[src/rtl/fpe_pkg.sv]
`timescale 1ns/1ps
package fpe_pkg;
  // Start requests sent from the control to the pulse datapath
  typedef struct packed {
    logic fireA;
    logic fireB;
  } fireReq_t;

  // Supply condition captured for the current PWM cycle
  typedef enum logic [1:0] {
    KIND_NONE = 2'd0,
    KIND_UV   = 2'd1,
    KIND_OV   = 2'd2
  } cycleKind_t;
endpackage

[src/rtl/fpe_ctrl.sv]
`timescale 1ns/1ps
module fpe_ctrl
  import fpe_pkg::*;
(
  input  logic     clk,
  input  logic     rstN,
  input  logic     leadStrobe,
  input  logic     trailStrobe,
  input  logic     uvFault,
  input  logic     ovFault,
  input  logic     ocTrip,
  output fireReq_t req
);
  cycleKind_t cycleKind;
  cycleKind_t leadKind;

  // Overvoltage outranks undervoltage when both are seen together
  always_comb begin
    if (ovFault)      leadKind = KIND_OV;
    else if (uvFault) leadKind = KIND_UV;
    else              leadKind = KIND_NONE;
  end

  always_ff @(posedge clk or negedge rstN) begin
    if (!rstN)            cycleKind <= KIND_NONE;
    else if (leadStrobe)  cycleKind <= leadKind;
    else if (trailStrobe) cycleKind <= KIND_NONE;
  end

  always_comb begin
    req.fireA = leadStrobe && (leadKind != KIND_NONE);
    req.fireB = (trailStrobe && (cycleKind == KIND_OV)) || ocTrip;
  end

  // captured state changes only on a strobe
  a_r4_kind_held: assert property (@(posedge clk) disable iff (!rstN)
    !leadStrobe && !trailStrobe |=> $stable(cycleKind));
  // overvoltage wins at the leading edge
  a_r3_ov_wins: assert property (@(posedge clk) disable iff (!rstN)
    leadStrobe && ovFault |=> cycleKind == KIND_OV);
  // undervoltage alone never arms the trailing pulse
  a_r1_uv_kind: assert property (@(posedge clk) disable iff (!rstN)
    leadStrobe && uvFault && !ovFault |=> cycleKind == KIND_UV);
endmodule

[src/rtl/fpe_pulse_dp.sv]
`timescale 1ns/1ps
module fpe_pulse_dp
  import fpe_pkg::*;
#(
  parameter int PULSE_CYCLES = 25,
  parameter int NUM_LINES    = 2
) (
  input  logic                 clk,
  input  logic                 rstN,
  input  fireReq_t             req,
  output logic [NUM_LINES-1:0] lineOut
);
  localparam int CW = $clog2(PULSE_CYCLES + 2);
  localparam logic [CW-1:0] LOAD_VAL = CW'(PULSE_CYCLES + 1);

  logic [NUM_LINES-1:0] fireVec;
  assign fireVec = NUM_LINES'({req.fireB, req.fireA});

  for (genvar g = 0; g < NUM_LINES; g++) begin : g_line
    logic [CW-1:0] cnt;
    logic [CW-1:0] runLen;

    // cnt above 1: pulse high; cnt == 1: recovery slot; restart allowed from 1
    always_ff @(posedge clk or negedge rstN) begin
      if (!rstN)                                cnt <= '0;
      else if (fireVec[g] && cnt <= CW'(1))     cnt <= LOAD_VAL;
      else if (cnt != '0)                       cnt <= cnt - CW'(1);
    end

    assign lineOut[g] = (cnt >= CW'(2));

    // Length of the current high run, used by the width check
    always_ff @(posedge clk or negedge rstN) begin
      if (!rstN)           runLen <= '0;
      else if (lineOut[g]) runLen <= runLen + CW'(1);
      else                 runLen <= '0;
    end

    // every completed pulse has exactly the set width, never extended
    a_r6_width: assert property (@(posedge clk) disable iff (!rstN)
      $fell(lineOut[g]) |-> runLen == CW'(PULSE_CYCLES));
    a_r7_no_extend: assert property (@(posedge clk) disable iff (!rstN)
      lineOut[g] |-> runLen < CW'(PULSE_CYCLES));
  end
endmodule

[src/rtl/fault_pulse_encoder.sv]
`timescale 1ns/1ps
module fault_pulse_encoder
  import fpe_pkg::*;
#(
  parameter int PULSE_CYCLES = 25
) (
  input  logic clk,
  input  logic rstN,
  input  logic leadStrobe,
  input  logic trailStrobe,
  input  logic uvFault,
  input  logic ovFault,
  input  logic ocTrip,
  output logic faultLineA,
  output logic faultLineB
);
  fireReq_t   req;
  logic [1:0] lines;

  fpe_ctrl u_ctrl (
    .clk(clk), .rstN(rstN), .leadStrobe(leadStrobe), .trailStrobe(trailStrobe),
    .uvFault(uvFault), .ovFault(ovFault), .ocTrip(ocTrip), .req(req)
  );

  fpe_pulse_dp #(.PULSE_CYCLES(PULSE_CYCLES), .NUM_LINES(2)) u_dp (
    .clk(clk), .rstN(rstN), .req(req), .lineOut(lines)
  );

  assign faultLineA = lines[0];
  assign faultLineB = lines[1];

  // line A rises only after a leading edge with a supply fault
  a_r1_a_source: assert property (@(posedge clk) disable iff (!rstN)
    $rose(faultLineA) |-> $past(leadStrobe) && $past(uvFault || ovFault));
  // line B rises only after a trip or a trailing edge
  a_r5_b_source: assert property (@(posedge clk) disable iff (!rstN)
    $rose(faultLineB) |-> $past(ocTrip) || $past(trailStrobe));
  // with no strobes at all, no line can start
  a_r8_quiet: assert property (@(posedge clk) disable iff (!rstN)
    !leadStrobe && !trailStrobe && !ocTrip |=> !$rose(faultLineA) && !$rose(faultLineB));
endmodule

[config.mk]
export PLATFORM = sky130hd
export DESIGN_NAME = fault_pulse_encoder
export DESIGN_NICKNAME = d
export VERILOG_FILES = /design/src/rtl/fpe_pkg.sv /design/src/rtl/fpe_ctrl.sv /design/src/rtl/fpe_pulse_dp.sv /design/src/rtl/fault_pulse_encoder.sv
export SDC_FILE = /design/constraint.sdc
export NUM_CORES = 1
export LEC_CHECK = 0
export CAP_MARGIN = 15
export CORE_MARGIN = 5
export CORE_UTILIZATION = 37
export CTS_CLUSTER_SIZE = 12
export DETAILED_ROUTE_END_ITERATION = 10
export DONT_BUFFER_PORTS = 1
export SLEW_MARGIN = 20
export SYNTH_ARGS = -nofsm -noshare
export SYNTH_HDL_FRONTEND = slang
export SYNTH_SLANG_ARGS = --single-unit
[constraint.sdc]
create_clock -name clk -period 1.6 [get_ports clk]
set_input_delay 0.16 -clock clk [delete_from_list [all_inputs] [get_ports clk]]
set_output_delay 0.16 -clock clk [all_outputs]
set_load 0.01 [all_outputs]
==> results of run 1 <==
## power breakdown
part	switching (mW)	total, mW	internal (mW)	leakage (nW)
clock network	0.0984	0.237	0.138	0.0210
logic	0.453	0.917	0.465	0.238
registers	0.197	0.640	0.443	0.145
## cell usage in the layout (no fill, tap or decap), types with 2 or more instances in the layout
cell type,synthesis,final
nand2b_1,3,3
o2111ai_1,2,2
a22o_1,2,2
buf_4,0,3
nand2_1,5,5
nor3b_1,2,2
dfrtp_1,12,12
nor3_1,2,2
o211ai_1,3,3
inv_1,9,9
clkbuf_4,0,3
nor2_1,9,9
ha_1,8,8
## worst paths after layout
path	end	from	depth (start not counted)
worst min register to register	u_ctrl.cycleKind[0]	u_ctrl.cycleKind[0]	1
min in group asynchronous	u_dp.g_line[1].cnt[0]	rstN	1
max in group asynchronous	u_dp.g_line[1].cnt[2]	rstN	1
worst max register to register	u_dp.g_line[0].cnt[3]	u_dp.g_line[0].cnt[0]	5
worst min-delay path	u_ctrl.cycleKind[1]	ovFault	1
worst max-delay path	u_dp.g_line[0].cnt[3]	u_dp.g_line[0].cnt[0]	5
## through the flow
stage | total power, mW | util, % | worst slack [ps] | hold slack [ps] | cell area (sq um)
after floorplan | 1.34 | - | 33.2 | -136 | 807
after global placement | 1.52 | 39.7 | 165 | -135 | 853
after detailed placement | 1.54 | 39.7 | 133 | -135 | 853
after CTS | 1.79 | 41.9 | 52.9 | 18.7 | 900
after global routing | 1.97 | 42.2 | 38.1 | 8.93 | 906
final | 1.79 | 42.2 | 120 | 28.3 | 906
## cell type report
type | instances | area [sq um] | area share, %
multi-input combinational | 60 | 468 | 51.7
sequential | 12 | 300 | 33.1
clock buffer | 4 | 36.3 | 4.01
tap | 28 | 35.0 | 3.87
inverter | 9 | 33.8 | 3.73
timing repair buffer | 4 | 32.5 | 3.59
## worst max-delay path: cells and delay by family (launching register included)
| kind | cells | cell delay (ps) |
|---|---|---|
| DFF | 1 | 440 |
| AOI/OAI and AO/OA | 1 | 140 |
| adders and majority gates | 1 | 170 |
| and+or+nand+nor | 2 | 490 |
| buffers and inverters | 1 | 130 |
## state kept, by name, indices dropped and copies added, names as in the netlist
| signal | cells |
|---|---|
| u_ctrl.cycleKind | 2 |
| u_dp.g_line.cnt | 10 |
## kinds of logic (layout without fill, tap and decap cells)
| logic type | Yosys count | count (layout) | synth area share (%) |
|---|---|---|---|
| buf+inv | 10 | 17 | 5.58 |
| xor+xnor | 1 | 1 | 1.09 |
| mux | 1 | 1 | 1.24 |
| fa+ha+maj | 8 | 8 | 12.4 |
| compound gates | 20 | 20 | 20.0 |
| simple gates | 30 | 30 | 22.5 |
| flops | 12 | 12 | 37.2 |
## layer usage
| layer | routed length [um] | global-route usage [%] | share of wire (%) | up-vias |
|---|---|---|---|---|
| li1 | - | - | - | 312 |
| met1 | 677 | 10.8 | 49 | 281 |
| met2 | 677 | 16.0 | 49 | 3 |
| met3 | 33 | 2.07 | 2.4 | 0 |
| met4 | 0 | 4.07 | 0 | 0 |
| met5 | 0 | 0 | 0 | - |
## repair_timing
action,CTS,global route
hold buffers,1,0
gates resized for setup,0,1
hold endpoints to repair,12,0
endpoints found under the setup margin,0,1
==> results.yml, run 1 <==
detailed_routing:
  dr.first_iter.drc_count: 18
  ant_nets: 0
  vias: 596
  drc: 0
  viasPerCell: 5.09
  dr.pass1.iters: 4
  wl_mm: 1.39
  wire_per_inst_um: 11.9
critical_path:
  r2r_setup_slack_ps: 120
  path_cells: "inv_1 > ha_1 > or3b_2 > a2bb2oi_1 > nor2_1"
  max_stage_delay_ps: 440
  cpMaxStageDelayCell: "dfrtp_1"
  start_kind: "flip-flop"
  critPathKind: "reg -> reg"
  endpoint_kind: "flip-flop"
  critical_path.max_fanout: 6
  cp.required_ps: 1750
  cp.arrival_ps: 1630
clock_network:
  numCtsBuffers: 3
  clockBufferDepth: 2
  cts_setup_buffers: 0
  clock-root-buffer: "clkbuf_4"
  cts_tree: "built"
  cts.clk_slew.worst_paths_ps: 70
  cts.sinks: 12
  insertion_delay_ps: 270
  htreeDepth: 1
pwr:
  irDropWorstVdd_uv: 1120
  power_density_nw_per_um2: 1980
  leakage_nw: 0.404
synth:
  ys.warnings.count: 0
  synth_top_area_share_pct: 37.2
  syn_inst: 82
  synth.most_common_cell: "dfrtp_1"
  synth_top_cell_by_area: "dfrtp_1"
  yosysUniqueCellTypes: 36
  syn_area_per_cell_sq_um: 9.84
  yosysSeqAreaShare_pct: 37.2
  synth_ff_type: "dfrtp_1"
  synth_seq_cells: 12
  synthTopCellsByArea: "dfrtp_1 (37%), ha_1 (12%), inv_1 (4.2%)"
  synth-edff-count: 0
  syn-cell-area_sq_um: 807
  synthArstFlopShare_pct: 100
  ys_top_cells_by_count: "dfrtp_1 (12), inv_1 (9), nor2_1 (9)"
  synth_fp_nets: 97
floorplanning:
  die_height_um: 56.7
  initial_core_util_pct: 37.6
  die_x_um: 56.7
  coreArea_sq_um: 2150
  die-area_sq_um: 3210
  io_pins: 9
  fp-row-count: 17
final_layout:
  area_delta_synth_final_pct: 12.2
  fillCellCount: 200
  layout-drive-gt1-share_pct: 12.4
  stdcell_count: 117
  final_nets: 105
  antenna_cells: 0
timing:
  drv_slew: 0
  finalCritPeriodShare_pct: 92.5
  skew_ps: 0.828
  max_freq_mhz: 676
  rsz0062_at_grt: "false"
  hold_violations: 0
  worst_slew_pin_slew_ps: 535
  setup_viol: 0
  min_period_ps: 1480
  tns_ps: 0
  timing.slew.headroom_pct: 64.2
global_route:
  grt_overflow_total: 0
  grt_start_max_net_pins: 13
  grt_pass1_wl_mm: 2.35
  antenna_found_initial: 0
  first_global_vias: 557
  grtUsageTotal_pct: 9.25
outcome:
  status: "finished clean"
place:
  place_inst: 112
  post-dp-hpwl_mm: 1.07
  place.gp.congestion: 0.808
  port_buffers: 0
worst_hold_path:
  hold_path.class: "in -> reg"
job:
  cap_violations: 0
Note: power is estimated with default switching activity, not from simulation.
==> inputs of run 2 (changes only) <==
--- a/config.mk
+++ b/config.mk
@@ -8,9 +8,11 @@
 export CAP_MARGIN = 15
 export CORE_MARGIN = 5
 export CORE_UTILIZATION = 37
+export CTS_CLUSTER_DIAMETER = 200
 export CTS_CLUSTER_SIZE = 12
 export DETAILED_ROUTE_END_ITERATION = 10
 export DONT_BUFFER_PORTS = 1
+export SETUP_SLACK_MARGIN = 0.15
 export SLEW_MARGIN = 20
 export SYNTH_ARGS = -nofsm -noshare
 export SYNTH_HDL_FRONTEND = slang
==> run 2 against run 1 <==
  * Sequential share of layout area down 3.4 points
  * Worst setup slack gained 64 ps
  * Sequential power barely moved
  * Critical path depth is the same
  * Final cell count rose by 6.8%
  * Largest power group unchanged
==> results.yml, run 2 (synthesis gave the netlist of run 1 again) <==
timing:
  tns_ps: 0
  fin_hold_ws_ps: 10.2
  timing.slew.headroom_pct: 60.9
  rsz0062_at_grt: "true"
  setup_ws_ps: 184
  worst_slew_pin_slew_ps: 585
  max_freq_mhz: 706
  skew_ps: 3.19
  drv_slew: 0
  setup_viol: 0
  hold_violations: 0
  finalCritPeriodShare_pct: 88.5
  min_period_ps: 1420
final_layout:
  stdcell_count: 125
  antenna_cells: 0
  area_delta_synth_final_pct: 25.4
  final_nets: 113
  largest_register_ffs: 10
  final_area_sq_um: 1010
  top_register: "u_dp.g_line.cnt"
  final_cell_mix: "buf_4 (11), dfrtp_1 (11), nor2_1 (9)"
  top_regs: "u_dp.g_line.cnt (10), u_ctrl.cycleKind (2)"
  layout-drive-gt1-share_pct: 27.8
  fillCellCount: 197
detailed_routing:
  viasPerCell: 5.28
  wire_per_inst_um: 13.5
  dr.pass1.iters: 4
  vias: 660
  dr.first_iter.drc_count: 10
  drc: 0
  wl_mm: 1.69
  ant_nets: 0
floorplanning:
  io_pins: 9
  die-area_sq_um: 3210
  fp-row-count: 17
  coreArea_sq_um: 2150
  initial_core_util_pct: 37.6
  die_height_um: 56.7
  die_x_um: 56.7
place:
  place.gp.congestion: 0.753
  port_buffers: 0
  place_inst: 112
  place_area_sq_um: 868
  dp_slack_ps: 126
  post-dp-hpwl_mm: 1.20
clock_network:
  clockBufferDepth: 2
  cts.clk_slew.worst_paths_ps: 90
  numCtsBuffers: 3
  insertion_delay_ps: 280
  cts.sinks: 12
  clock-root-buffer: "clkbuf_4"
  htreeDepth: 1
  cts_tree: "built"
global_route:
  first_global_vias: 659
  grt_overflow_total: 0
  grt_pass1_wl_mm: 2.88
  grtUsageTotal_pct: 11.6
  grt_start_max_net_pins: 13
  antenna_found_initial: 0
critical_path:
  r2r_start: "u_dp.g_line[0].cnt[0]"
  critical_path.max_fanout: 5
  start_kind: "flip-flop"
  critPathLaunch: "u_dp.g_line[0].cnt[0]"
  cp.required_ps: 1770
  critPathKind: "reg -> reg"
  cp.arrival_ps: 1580
  endpoint_kind: "flip-flop"
job:
  cap_violations: 0
outcome:
  status: "finished clean"
pwr:
  leakage_nw: 0.445
  power_density_nw_per_um2: 2080
  irDropWorstVdd_uv: 952
worst_hold_path:
  hold_path.class: "in -> reg"
  worstHoldStart: "ovFault"
-- run 2: cell count changes in the layout (fill, tap and decap cells not counted), moves of 2 or more --
cell,delta
ha_4,+2
buf_4,+8
inv_1,-3
ha_1,-2
inv_2,+2
-- run 2: final cells by class --
class	instances	area (sq um)	share of cell area, %
tap	28	35.0	3.46
sequential	12	302	29.8
timing repair buffer	12	92.6	9.15
clock buffer	4	36.3	3.58
inverter	9	36.3	3.58
multi-input combinational	60	510	50.4
-- run 2: worst paths after layout --
| path | slack (ps) | end | depth (start not counted) |
|---|---|---|---|
| worst max register to register | 180 | u_dp.g_line[0].cnt[3] | 5 |
| worst max-delay path | 180 | u_dp.g_line[0].cnt[3] | 5 |
| worst min-delay path | 10 | u_ctrl.cycleKind[1] | 1 |
| min in group asynchronous | 310 | u_dp.g_line[1].cnt[3] | 1 |
| worst min register to register | 500 | u_ctrl.cycleKind[1] | 1 |
| max in group asynchronous | 880 | u_dp.g_line[0].cnt[0] | 1 |
-- run 2: worst max-delay path, stage by stage, from the launching register on --
cell	delay (ps)
dfrtp_2	460
inv_4	90
ha_4	140
or3b_2	430
a2bb2oi_1	140
nor2_1	50
-- run 2: routing by layer --
| metal | GRT usage, % | up-vias | share of wire (%) |
|---|---|---|---|
| met3 | 3.22 | 4 | 4.1 |
| met1 | 13.6 | 319 | 46 |
| met5 | 0 | - | 0 |
| li1 | - | 328 | - |
| met4 | 7.12 | 0 | 2.2 |
| met2 | 18.3 | 9 | 48 |
-- run 2: timing repair --
| item | CTS | global route |
|---|---|---|
| setup endpoints to repair | 5 | 8 |
| hold buffers | 1 | 0 |
| setup buffers | 3 | 5 |
| endpoints found under the hold margin | 12 | 0 |
| pin swaps | 1 | 2 |
| gates resized for setup | 3 | 5 |
-- run 2: stage by stage --
stage	util (%)	total power [mW]
global placement	40.4	1.57
finish	47.1	2.11
CTS	44.1	1.96
floorplan	-	1.39
detailed placement	40.4	1.61
global route	47.1	2.29
-- run 2: power breakdown --
group	leakage [nW]	internal (mW)	total, mW	switching [mW]
logic	0.280	0.654	1.21	0.554
registers	0.144	0.445	0.638	0.193
clock network	0.0210	0.139	0.260	0.122
==> inputs of run 3 (changes only) <==
==> constraint.sdc (replaced) <==
create_clock -name clk -period 1.5 [get_ports clk]
set_input_delay 0.15 -clock clk [delete_from_list [all_inputs] [get_ports clk]]
set_output_delay 0.15 -clock clk [all_outputs]
set_load 0.01 [all_outputs]
==> run 3 against run 2 <==
  * Sequential share of layout area is 1.9 points lower
  * Count of clock-buffer cells in the layout stayed put
  * Global-route usage is 0.99 points lower
  * Critical path type unchanged
  * Largest cell class unchanged
==> results.yml, run 3 (synthesis gave the netlist of run 1 again) <==
critical_path:
  start_kind: "flip-flop"
  critical_path.max_fanout: 6
  max_stage_delay_ps: 450
  cpLargestDelayFamily: "compound AO/OA/AOI/OAI gates"
  cp.required_ps: 1670
  cpMaxStageDelayCell: "dfrtp_2"
  critPathBufInv: 0
  cp.arrival_ps: 1530
  endpoint_kind: "flip-flop"
  path_cells: "ha_2 > o21ba_4 > nor2_4 > o311a_1"
  critPathKind: "reg -> reg"
final_layout:
  final_util_pct: 50.3
  final_common_cell: "dfrtp_1"
  largest_register_ffs: 10
  area_delta_synth_final_pct: 33.8
  final_cell_mix: "dfrtp_1 (11), buf_4 (8), nor2_1 (7)"
  antenna_cells: 0
  top_register: "u_dp.g_line.cnt"
  top_regs: "u_dp.g_line.cnt (10), u_ctrl.cycleKind (2)"
  layout-drive-gt1-share_pct: 41.2
  final_nets: 113
clock_network:
  numCtsBuffers: 3
  cts.sinks: 12
  cts_tree: "built"
  insertion_delay_ps: 290
  cts.clk_slew.worst_paths_ps: 80
  htreeDepth: 1
  clock-root-buffer: "clkbuf_4"
  clockBufferDepth: 2
global_route:
  grt_overflow_total: 0
  grt_pass1_wl_mm: 2.63
  grt_use_met3_pct: 1.61
  antenna_found_initial: 0
  grtUsageTotal_pct: 10.6
  grt_start_max_net_pins: 13
  met2_usage_pct: 16.8
  first_global_vias: 616
  grtUsageMet1_pct: 13.0
  busiest_layer: "met2"
timing:
  timing.slew.headroom_pct: 59.8
  min_period_ps: 1350
  fin_hold_ws_ps: 5.22
  worst_slew_pin_slew_ps: 598
  tns_ps: 0
  setup_viol: 0
  finalCritPeriodShare_pct: 90.2
  skew_ps: 0.465
  drv_slew: 0
  max_freq_mhz: 739
  rsz0062_at_grt: "true"
  hold_violations: 0
detailed_routing:
  wl_mm: 1.62
  viasPerCell: 5.26
  drc: 0
  ant_nets: 0
  dr.pass1.iters: 4
  wire_per_inst_um: 13.0
  vias: 657
  dr.first_iter.drc_count: 10
floorplanning:
  coreArea_sq_um: 2150
  die_height_um: 56.7
  die_x_um: 56.7
  io_pins: 9
  die-area_sq_um: 3210
  fp-row-count: 17
  initial_core_util_pct: 37.6
worst_hold_path:
  hold_path.class: "in -> reg"
place:
  port_buffers: 0
  post-dp-hpwl_mm: 1.08
  place.gp.congestion: 0.779
pwr:
  leakage_nw: 0.455
  irDropWorstVdd_uv: 1100
  power_density_nw_per_um2: 2210
outcome:
  status: "finished clean"
job:
  cap_violations: 0
## run 3: cell counts in the layout (fill, tap and decap cells not counted)
No cell type changed its count.
## run 3: worst reg2reg max path, delay by kind of cell (launching register included)
family          cells  cell delay (ps)
flops               1              450
simple gates        1               50
compound gates      2              550
fa+ha+maj           1              190
## run 3: where the power goes
group / internal, mW / total [mW] / switching (mW)
logic: 0.775 / 1.42 / 0.646
clock network: 0.148 / 0.270 / 0.122
registers: 0.475 / 0.690 / 0.215
total: 1.40 / 2.38 / 0.984
## run 3: stage by stage
step	instance area [sq um]	std cells	power (mW)	setup slack [ps]
2_1_floorplan	831	82	1.52	120
3_3_place_gp	900	115	1.77	107
3_5_place_dp	900	115	1.79	114
4_1_cts	970	121	2.13	131
5_1_grt	1080	125	2.61	58.9
6_report	1080	125	2.38	148
## run 3: final cells by class
type | instances | area (sq um)
clock buffers | 4 | 36.3
multi-input cells | 60 | 567
flip-flops and latches | 12 | 302
well taps | 28 | 35.0
inverters | 9 | 36.3
fillers | 187 | 1070
repair buffers | 12 | 104
## run 3: per-layer routing
layer | wire [um] | up-vias
met1 | 788 | 309
met5 | 0 | -
met3 | 50 | 5
met4 | 44 | 0
li1 | - | 333
met2 | 736 | 10
## run 3: path summary, 6_finish.rpt
check                                      start                     to  slack [ps]  cells after the start
min                                      ovFault    u_ctrl.cycleKind[1]           5                      1
min in group asynchronous                   rstN  u_dp.g_line[1].cnt[4]         290                      1
max                        u_dp.g_line[0].cnt[0]  u_dp.g_line[0].cnt[1]         150                      4
max in group asynchronous                   rstN  u_dp.g_line[0].cnt[0]         810                      1
min reg2reg                  u_ctrl.cycleKind[0]    u_ctrl.cycleKind[0]         500                      1
max reg2reg                u_dp.g_line[0].cnt[0]  u_dp.g_line[0].cnt[1]         150                      4
## run 3: what timing repair did
action	CTS	global route
setup buffers	1	4
gates resized for setup	7	18
pin swaps	1	6
endpoints found under the hold margin	12	0
hold buffers	1	0
setup endpoints to repair	6	11
